<file path="src/rtl/srr_pkg.sv">
package srr_pkg;

  localparam logic [7:0] ROM_READ_OP = 8'h03;

  typedef enum logic [3:0] {
    S_IDLE,
    S_OPEN1,
    S_OPEN2,
    S_HDR,
    S_HDR_WAIT,
    S_RD,
    S_RD_WAIT,
    S_PRESENT,
    S_CLOSE
  } seq_e;

  typedef enum logic {PH_LOW, PH_HIGH} phase_e;

  // Header byte by position: command, offset high, offset low.
  function automatic logic [7:0] hdr_byte(input logic [1:0] idx,
                                          input logic [15:0] off);
    case (idx)
      2'd0:    return ROM_READ_OP;
      2'd1:    return off[15:8];
      default: return off[7:0];
    endcase
  endfunction

  // New bit enters at the LSB; the byte is built MSB first.
  function automatic logic [7:0] shift_in(input logic [7:0] acc, input logic b);
    return {acc[6:0], b};
  endfunction

  // Move the next outgoing bit into the MSB.
  function automatic logic [7:0] shift_out(input logic [7:0] acc);
    return {acc[6:0], 1'b0};
  endfunction

endpackage

</file>
<file path="src/rtl/srr_phase_timer.sv">
module srr_phase_timer #(
  parameter int PHASE_CYC = 4
) (
  input  logic clk,
  input  logic rst_n,
  input  logic run_i,
  output logic tick_o
);
  localparam int W = $clog2(PHASE_CYC + 1);
  localparam logic [W-1:0] LAST = W'(PHASE_CYC - 1);

  logic [W-1:0] cnt_q;

  assign tick_o = run_i && (cnt_q == LAST);

  always_ff @(posedge clk or negedge rst_n) begin
    if (!rst_n)       cnt_q <= '0;
    else if (!run_i)  cnt_q <= '0;
    else if (tick_o)  cnt_q <= '0;
    else              cnt_q <= cnt_q + 1'b1;
  end

  // Phases are at least two cycles long, so ticks never come back to back.
  assert_tick_spacing_R6: assert property (@(posedge clk) disable iff (!rst_n)
    tick_o |=> !tick_o);

endmodule

</file>
<file path="src/rtl/srr_bit_engine.sv">
module srr_bit_engine
  import srr_pkg::*;
#(
  parameter int PHASE_CYC = 4
) (
  input  logic       clk,
  input  logic       rst_n,
  input  logic       go_i,
  input  logic       rd_i,
  input  logic [7:0] tx_byte_i,
  input  logic       rom_din_i,
  output logic       rom_clk_o,
  output logic       rom_dout_o,
  output logic [7:0] rx_byte_o,
  output logic       done_o
);
  logic       busy_q;
  phase_e     phase_q;
  logic [2:0] bidx_q;
  logic [7:0] shreg_q;
  logic       rd_q;
  logic       clk_q;
  logic       dout_q;
  logic       done_q;
  logic       tick;

  srr_phase_timer #(.PHASE_CYC(PHASE_CYC)) u_timer (
    .clk    (clk),
    .rst_n  (rst_n),
    .run_i  (busy_q),
    .tick_o (tick)
  );

  wire last_bit  = (bidx_q == 3'd7);
  wire fall_edge = busy_q && tick && (phase_q == PH_HIGH);

  always_ff @(posedge clk or negedge rst_n) begin
    if (!rst_n) begin
      busy_q  <= 1'b0;
      phase_q <= PH_LOW;
      bidx_q  <= '0;
      shreg_q <= '0;
      rd_q    <= 1'b0;
      clk_q   <= 1'b0;
      dout_q  <= 1'b0;
      done_q  <= 1'b0;
    end else begin
      done_q <= 1'b0;
      if (!busy_q && go_i) begin
        busy_q  <= 1'b1;
        phase_q <= PH_LOW;
        bidx_q  <= '0;
        rd_q    <= rd_i;
        shreg_q <= tx_byte_i;
        dout_q  <= rd_i ? 1'b0 : tx_byte_i[7];
      end else if (busy_q && tick) begin
        if (phase_q == PH_LOW) begin
          phase_q <= PH_HIGH;
          clk_q   <= 1'b1;
        end else begin
          clk_q   <= 1'b0;
          shreg_q <= rd_q ? shift_in(shreg_q, rom_din_i) : shift_out(shreg_q);
          if (last_bit) begin
            busy_q <= 1'b0;
            done_q <= 1'b1;
          end else begin
            bidx_q  <= bidx_q + 1'b1;
            phase_q <= PH_LOW;
            if (!rd_q) dout_q <= shreg_q[6];
          end
        end
      end
    end
  end

  assign rom_clk_o  = clk_q;
  assign rom_dout_o = dout_q;
  assign rx_byte_o  = shreg_q;
  assign done_o     = done_q;

  // Data-out never moves while the clock is high.
  assert_dout_hold_R4: assert property (@(posedge clk) disable iff (!rst_n)
    rom_clk_o |-> $stable(rom_dout_o));

  // The clock only pulses while a byte is in flight.
  assert_clk_in_byte_R6: assert property (@(posedge clk) disable iff (!rst_n)
    rom_clk_o |-> busy_q);

  // A byte completes on the cycle after a falling clock edge, with the clock low.
  assert_done_after_fall_R5: assert property (@(posedge clk) disable iff (!rst_n)
    fall_edge && last_bit |=> done_o && !rom_clk_o);

endmodule

</file>
<file path="src/rtl/serial_rom_reader.sv">
module serial_rom_reader
  import srr_pkg::*;
#(
  parameter int PHASE_CYC = 4,
  parameter int CNT_W     = 10
) (
  input  logic             clk,
  input  logic             rst_n,
  input  logic             start_i,
  input  logic [15:0]      offset_i,
  input  logic [CNT_W-1:0] count_i,
  input  logic             byte_ready_i,
  input  logic             rom_din_i,
  output logic             rom_clk_o,
  output logic             rom_dout_o,
  output logic             rom_grant_o,
  output logic             rom_park_o,
  output logic             byte_valid_o,
  output logic [7:0]       byte_data_o,
  output logic             done_o
);
  localparam logic [CNT_W-1:0] ONE_LEFT = CNT_W'(1);

  seq_e             st_q;
  logic [15:0]      off_q;
  logic [CNT_W-1:0] left_q;
  logic [1:0]       hidx_q;
  logic             grant_q;
  logic             park_q;
  logic             valid_q;
  logic             done_q;
  logic [7:0]       data_q;

  // Named internal events.
  logic hs_tick;
  logic eng_go;
  logic eng_rd;
  logic eng_done;
  logic [7:0] eng_rx;
  logic [7:0] eng_tx;

  wire hs_run     = (st_q == S_OPEN1) || (st_q == S_OPEN2) || (st_q == S_CLOSE);
  wire accept     = valid_q && byte_ready_i;
  wire last_byte  = (left_q == ONE_LEFT);
  wire start_take = start_i && (st_q == S_IDLE);
  wire access_open = grant_q && !park_q;

  assign eng_go = (st_q == S_HDR) || (st_q == S_RD);
  assign eng_rd = (st_q == S_RD);
  assign eng_tx = hdr_byte(hidx_q, off_q);

  srr_phase_timer #(.PHASE_CYC(PHASE_CYC)) u_hs_timer (
    .clk    (clk),
    .rst_n  (rst_n),
    .run_i  (hs_run),
    .tick_o (hs_tick)
  );

  srr_bit_engine #(.PHASE_CYC(PHASE_CYC)) u_engine (
    .clk        (clk),
    .rst_n      (rst_n),
    .go_i       (eng_go),
    .rd_i       (eng_rd),
    .tx_byte_i  (eng_tx),
    .rom_din_i  (rom_din_i),
    .rom_clk_o  (rom_clk_o),
    .rom_dout_o (rom_dout_o),
    .rx_byte_o  (eng_rx),
    .done_o     (eng_done)
  );

  always_ff @(posedge clk or negedge rst_n) begin
    if (!rst_n) begin
      st_q    <= S_IDLE;
      off_q   <= '0;
      left_q  <= '0;
      hidx_q  <= '0;
      grant_q <= 1'b0;
      park_q  <= 1'b1;
      valid_q <= 1'b0;
      done_q  <= 1'b0;
      data_q  <= '0;
    end else begin
      done_q <= 1'b0;
      case (st_q)
        S_IDLE: if (start_take) begin
          off_q   <= offset_i;
          left_q  <= count_i;
          hidx_q  <= '0;
          grant_q <= 1'b1;
          st_q    <= S_OPEN1;
        end
        S_OPEN1: if (hs_tick) begin
          park_q <= 1'b0;
          st_q   <= S_OPEN2;
        end
        S_OPEN2: if (hs_tick) begin
          if (left_q == '0) begin
            park_q <= 1'b1;
            st_q   <= S_CLOSE;
          end else begin
            st_q <= S_HDR;
          end
        end
        S_HDR: st_q <= S_HDR_WAIT;
        S_HDR_WAIT: if (eng_done) begin
          if (hidx_q == 2'd2) st_q <= S_RD;
          else begin
            hidx_q <= hidx_q + 1'b1;
            st_q   <= S_HDR;
          end
        end
        S_RD: st_q <= S_RD_WAIT;
        S_RD_WAIT: if (eng_done) begin
          data_q  <= eng_rx;
          valid_q <= 1'b1;
          st_q    <= S_PRESENT;
        end
        S_PRESENT: if (accept) begin
          valid_q <= 1'b0;
          left_q  <= left_q - 1'b1;
          if (last_byte) begin
            park_q <= 1'b1;
            st_q   <= S_CLOSE;
          end else begin
            st_q <= S_RD;
          end
        end
        S_CLOSE: if (hs_tick) begin
          grant_q <= 1'b0;
          done_q  <= 1'b1;
          st_q    <= S_IDLE;
        end
        default: st_q <= S_IDLE;
      endcase
    end
  end

  assign rom_grant_o  = grant_q;
  assign rom_park_o   = park_q;
  assign byte_valid_o = valid_q;
  assign byte_data_o  = data_q;
  assign done_o       = done_q;

  assert_no_clk_closed_R2: assert property (@(posedge clk) disable iff (!rst_n)
    !access_open |-> !rom_clk_o);

  assert_park_drop_needs_grant_R2: assert property (@(posedge clk) disable iff (!rst_n)
    $fell(rom_park_o) |-> rom_grant_o && $past(rom_grant_o));

  assert_grant_drop_after_park_R9: assert property (@(posedge clk) disable iff (!rst_n)
    $fell(rom_grant_o) |-> rom_park_o && $past(rom_park_o));

  assert_done_closed_R9: assert property (@(posedge clk) disable iff (!rst_n)
    done_o |-> !rom_grant_o && rom_park_o && !rom_clk_o);

  assert_done_single_R9: assert property (@(posedge clk) disable iff (!rst_n)
    done_o |=> !done_o);

  assert_valid_hold_R8: assert property (@(posedge clk) disable iff (!rst_n)
    byte_valid_o && !byte_ready_i |=> byte_valid_o && $stable(byte_data_o));

  assert_no_clk_pending_R8: assert property (@(posedge clk) disable iff (!rst_n)
    byte_valid_o |-> !rom_clk_o);

  assert_ignore_start_R10: assert property (@(posedge clk) disable iff (!rst_n)
    start_i && (st_q != S_IDLE) |=> $stable(off_q));

endmodule

</file>
<file path="config.mk">
export PLATFORM = sky130hd
export DESIGN_NAME = serial_rom_reader
export DESIGN_NICKNAME = d
export VERILOG_FILES = /design/src/rtl/srr_pkg.sv /design/src/rtl/srr_phase_timer.sv /design/src/rtl/srr_bit_engine.sv /design/src/rtl/serial_rom_reader.sv
export SDC_FILE = /design/constraint.sdc
export NUM_CORES = 1
export LEC_CHECK = 0
export CORE_MARGIN = 2
export CORE_UTILIZATION = 50
export CTS_CLUSTER_SIZE = 10
export DETAILED_ROUTE_END_ITERATION = 12
export PLACE_DENSITY = 0.84
export SYNTH_ARGS = -nofsm -noshare
export SYNTH_HDL_FRONTEND = slang
export SYNTH_SLANG_ARGS = --single-unit
</file>
<file path="constraint.sdc">
create_clock -name clk -period 3.1 [get_ports clk]
set_clock_uncertainty 0.1 [all_clocks]
set_input_delay 0.93 -clock clk [delete_from_list [all_inputs] [get_ports clk]]
set_output_delay 0.93 -clock clk [all_outputs]
set_load 0.005 [all_outputs]
</file>
# After elaboration in Yosys (flattened, before gate mapping)
# Cells that the tools add are included.
dict set report op_classes {
  reduce_logical 34
  magnitude_cmp 0
  bitwise_logic 1
  n_addsub 5
  mux 62
  mul 0
  div 0
  n_eq_ne 26
  shifts 0
}
# operator n
set op_table {}
lappend op_table {{4-bit two-way mux} 9}
lappend op_table {{4-bit one-hot mux with 9 select lines} 1}
lappend op_table {{1-bit two-way mux} 29}
lappend op_table {{3-bit two-way mux} 9}
lappend op_table {{8-bit two-way mux} 3}
lappend op_table {{10-bit two-way mux} 2}
lappend op_table {{10-bit one-hot mux with 2 select lines} 1}
lappend op_table {{2-bit inequality test, second input constant} 9}
lappend op_table {{4-bit by 3-bit == test with 1-bit output, second input constant} 4}
lappend op_table {{8-bit one-hot mux with 2 select lines} 1}
lappend op_table {{3-bit AND reduction} 5}
lappend op_table {{2-bit nonzero test} 7}
lappend op_table {{10-bit by 1-bit == test with 1-bit output, second input constant} 1}
lappend op_table {{10-bit logical NOT} 1}
lappend op_table {{10-bit by 1-bit subtractor with 10-bit output, second input constant} 1}
lappend op_table {{3-bit by 1-bit adder with 3-bit output, second input constant} 3}
lappend op_table {{4-bit by 2-bit == test with 1-bit output, second input constant} 2}
lappend op_table {{2-bit AND reduction} 4}
lappend op_table {{4-bit AND reduction} 2}
lappend op_table {{7-bit AND reduction} 1}
lappend op_table {{3-bit by 2-bit == test with 1-bit output, second input constant} 2}
lappend op_table {{1-bit logical AND} 6}
lappend op_table {{2-bit two-way mux} 3}
lappend op_table {{2-bit by 1-bit inequality test with 1-bit output, second input constant} 3}
lappend op_table {{other kinds (16)} 19}
dict set report totals {
  latchBits 0
  output_inout_bits 14
  reg_bits 67
  romBits 0
  mem_bits_rw 0
  memories 0
  wordCells 147
  input_bits 31
}

# Longest topological paths before layout
dict set report depth {
  ltp_word 6
  depth_mapped 7
  depth_no_buf 6
}

# Cells and area by module
# From an unflattened synthesis, not the netlist that was laid out.
dict set report hier_totals {
  cells_unflattened 369
  area_unflattened_um2 3535.9
}
# mod seq_area_each_um2 n_inst cells_each area_per_inst_um2
set by_module_without_submodules {}
lappend by_module_without_submodules {serial_rom_reader 1102.3 1 269 2463.6}
lappend by_module_without_submodules {srr_bit_engine 425.4 1 78 802.0}
lappend by_module_without_submodules {srr_phase_timer 75.1 2 11 135.1}

# Worst setup path after synthesis
# Ideal clock, no wire load.
dict set report synth_path {
  kind {input-to-reg}
  startpoint {in start_i}
  endpoint {reg left_q[8]}
  slack_ns 1.110
  arrival_time_ns 1.764
  path_buffers 0
  stages 4
  t_required_ns 2.873
  path_cell_list {nand2b_1 > a2bb2oi_2 > a21oi_1 > o2bb2a_1}
}
dict set report synth_between {
  elab_chain_len 3
}
# item line
set synth_lines {}
lappend synth_lines {{from (decl)} serial_rom_reader.sv:9} ;# input logic start_i,
lappend synth_lines {{1-bit logical AND} serial_rom_reader.sv:45} ;# wire start_take = start_i && (st_q == S_IDLE);
lappend synth_lines {{2-bit inequality test (no line)} --}
lappend synth_lines {{3-bit AND reduction (no line)} --}
lappend synth_lines {{to (signal assigned)} serial_rom_reader.sv:88} ;# left_q <= count_i;
lappend synth_lines {{to (signal assigned)} serial_rom_reader.sv:121} ;# left_q <= left_q - 1'b1;
lappend synth_lines {{to (decl)} serial_rom_reader.sv:26} ;# logic [CNT_W-1:0] left_q;
# Every way passes these cells.
# A chain may end at the register's enable or synchronous reset.

# Final worst setup path
dict set report layout_path {
  startpoint {reg park_q, in the netlist rom_park_o}
  endpoint {out rom_park_o}
}
# item line
set layout_lines {}
lappend layout_lines {{from (decl)} serial_rom_reader.sv:29} ;# logic park_q;
lappend layout_lines {{from (signal assigned)} serial_rom_reader.sv:79} ;# park_q <= 1'b1;
lappend layout_lines {{from (signal assigned)} serial_rom_reader.sv:94} ;# park_q <= 1'b0;
lappend layout_lines {{from (signal assigned)} serial_rom_reader.sv:99} ;# park_q <= 1'b1;
lappend layout_lines {{to (decl)} serial_rom_reader.sv:17} ;# output logic rom_park_o,
# No word-level cell between the ends.

==> run summary <==
====================================================================================
Slew at the pin closest to its max-slew limit .........................    0.6612 ns
Global-route wire length before repair ................................     12.35 mm
Main combinational cell family by area after synthesis ................ simple AND/OR/NAND/NOR gates
Avg Synthesized Cell Area .............................................    10.48 um2
Sum of net half-perimeters after detailed placement ...................     5.059 mm
Antenna diodes ........................................................            0
Number of instances in the synthesized netlist ........................          341
Chip Height ...........................................................     88.54 um
Post-place instance area ..............................................     4029 um2
Xor and xnor fraction of the mapped netlist area ......................     0.004902
Clk_lat worst skew ....................................................      0.35 ns
Yosys reg bits ........................................................           67
Fin cells .............................................................          481
Post-CTS Setup Inserts ................................................            0
Initial Util ..........................................................       0.5202
Setup repair after global routing missed its margin ...................           no
Total power divided by cell area ...................................... 845.4 nW/um2
Post-layout nets ......................................................          420
Detailed-route wire length per cell ...................................     15.46 um
VDD IR max ............................................................  0.0003898 V
Clock Pin Slew Worst Setup and Hold Paths .............................      0.08 ns
Post-CTS sizing .......................................................            0
Area added between synthesis and finish ...............................       18.56%
Area leader, netlist ..................................................      dfrtp_1
Remaining design rule violation count .................................            0
Cell total after placement ............................................          465
Kind of end point of the critical path ................................   output pin
Count of synthesis-stage warnings from yosys ..........................            0
Final RePlAce weighted congestion .....................................       0.8359
Tightest Hold Check Type ..............................................   reg -> reg
Most common cell after layout, fill and taps aside ....................      dfrtp_1
Max Fanout on Critical Path ...........................................            3
Floorplan die area ....................................................     7839 um2
Wire length after detailed routing ....................................     7.436 mm
Number of detailed-routing iterations run before antenna repair .......            4
Detailed Route Iter0 Violations .......................................          187
Data required time of the worst path ..................................      2.07 ns
Outcome ...............................................................    completed
FFs w/ async S/R, synth ...............................................        1.000
Reg area ..............................................................     1678 um2
Top cell family by delay on the critical path .........................   flip-flops
Adder-cell share of the synthesized area ..............................      0.03151
Min Clock Period, post-route ..........................................     2.420 ns
Ranking of synthesized cells by area .................................. dfrtp_1 (46%), mux2_2 (5.7%), nand2_1 (3.7%)
Global-route usage over all layers ....................................       0.2061
Antenna violations before repair ......................................            0
Worst path arrival time ...............................................      1.39 ns
I/O Buffers ...........................................................           44
Yosys cell types ......................................................           63
Final instance area ...................................................     4237 um2
DR vias/cell ..........................................................        5.736
X dimension of the die ................................................     88.54 um
Leakage power summed over all cells ...................................     1.753 nW
Remaining antenna violation count .....................................            0
Maximum level of the CTS H-tree .......................................            3
Slowest cell on crit path .............................................      dfstp_2
Post-route setup slack ................................................    0.6802 ns
Total core area .......................................................     6869 um2
Cts-stage hold buffer count ...........................................            0
Count of buffering cells on the critical path with inverters included .            1
Count of pins on the block boundary ...................................           45
Post-synthesis cell area ..............................................     3573 um2
Seq/Total Area, Yosys .................................................       0.4695
Total grt overflow ....................................................            0
Max-slew violation count ..............................................            0
Synthesized-area fraction occupied by ao, oa, aoi and oai cells .......       0.1677
Final worst path period share .........................................       0.7806
Number of buffers created by CTS ......................................            9
Startpoint type of the worst setup path ...............................     register
Final number of hold-violating endpoints ..............................            0
Number of nets in the synthesized netlist .............................          381
Share of cell area taken by muxes after synthesis .....................      0.08894
Top library cells by usage in the layout, fill and taps aside ......... dfrtp_1 (66), clkdlybuf4s50_1 (43), nand2_1 (35), nor2_1 (25), mux2_2 (18)
Buffer type at the clock tree root ....................................     clkbuf_8
Multi-input gate area .................................................     1730 um2
Total via count in the routed design ..................................         2759
Clock tree from TritonCTS .............................................          yes
Stage delay of the slowest cell on the critical path ..................      0.55 ns
Rel. slew slack .......................................................       0.5551
Area share of the largest cell type after synthesis ...................       0.4622
Post-Place Worst Slack ................................................    0.4068 ns
FMAX ..................................................................    413.3 MHz
Maximum number of pins on one net before global-route repair ..........           68
Max Cap Viol ..........................................................            0
Buffer depth of the longest clock path ................................            2
Cells along the critical path ......................................... clkdlybuf4s50_1
Core Rows .............................................................           30
Layout filler cell count ..............................................          566
Fraction of layout cells with a size suffix above 1 ...................       0.1506
Post-synthesis simple-gate area fraction ..............................       0.1912
Number of clock sinks .................................................           67
Via count of the first global-routing pass ............................         2600
Worst hold margin .....................................................    0.3344 ns
Final-report setup violation count ....................................            0
Type of the worst setup path ..........................................   reg -> out
Commonest register cell after synthesis ...............................      dfrtp_1
Number of enable-type register cells in the synthesized netlist .......            0
Fin Setup TNS .........................................................         0 ns
====================================================================================
[routing by layer]
layer	track usage	up-vias	wire, um	part of all wire
met3	0.03918	10	338	0.045
met5	0	-	0	0
li1	-	1333	-	-
met1	0.2839	1336	3342	0.45
met2	0.3213	80	3645	0.49
met4	0.08678	0	109	0.015
[cells by family (layout without fill, tap and decap cells)]
logic type	after synthesis	in the layout
mux	26	26
simple gates	126	126
flops	67	67
xor+xnor	2	2
fa+ha+maj	9	9
compound gates	84	84
buf+inv	27	71
[report_power, final]
part           total (mW)  leakage, nW  switching (mW)  internal, mW
Sequential           1.54        0.828           0.339          1.20
Combinational        1.27        0.823           0.609         0.660
Clock               0.771        0.102           0.386         0.385
[worst paths after layout]
kind / start / to / slack [ns] / depth (start not counted)
setup / recovery: rom_park_o / rom_park_o / 0.68 / 1
hold / removal: u_hs_timer.cnt_q[0] / u_hs_timer.cnt_q[0] / 0.33 / 1
setup reg to reg: st_q[2] / u_engine.rx_byte_o[0] / 0.97 / 4
hold reg to reg: u_hs_timer.cnt_q[0] / u_hs_timer.cnt_q[0] / 0.33 / 1
max in group asynchronous: rst_n / rom_park_o / 2.11 / 2
min in group asynchronous: rst_n / left_q[0] / 0.48 / 2
[registers in the layout (all words and copies together) (netlist names), 3 cells and up]
name / count
off_q: 16
left_q: 10
byte_data_o: 8
u_engine.rx_byte_o: 8
st_q: 4
u_engine.bidx_q: 3
u_engine.u_timer.cnt_q: 3
u_hs_timer.cnt_q: 3
[cell usage after synthesis, types with 3 or more instances]
| cell type | count |
|---|---|
| o21bai_1 | 3 |
| dfrtp_1 | 66 |
| a31oi_1 | 11 |
| a22o_1 | 4 |
| nor3_1 | 10 |
| o211ai_1 | 3 |
| o21ai_0 | 15 |
| nor2b_1 | 5 |
| nor3b_1 | 7 |
| nand3_1 | 9 |
| ha_1 | 9 |
| nand2_1 | 35 |
| clkbuf_1 | 6 |
| mux2_4 | 7 |
| a21oi_1 | 15 |
| nor2_1 | 25 |
| buf_4 | 3 |
| inv_1 | 8 |
| nand2b_1 | 8 |
| mux2_2 | 18 |
| a211oi_1 | 7 |
| buf_6 | 4 |
| nor4_1 | 5 |
| buf_2 | 5 |
[cell type report]
class                      instances  share of cell area
clock buffer                       9             0.02924
sequential                        67              0.3960
clock inverter                     7             0.01979
inverter                           8            0.007088
multi-input combinational        247              0.4084
tap                               96             0.02835
timing repair buffer              47              0.1110
[per-stage QoR]
stage                     power (mW)  utilization
after CTS                      3.595       0.6168
after floorplan                2.544            -
final                          3.581       0.6168
after detailed placement       2.814       0.5865
after global placement         2.746       0.5865
after global routing           3.837       0.6168
(Power assumes the default switching activity.)
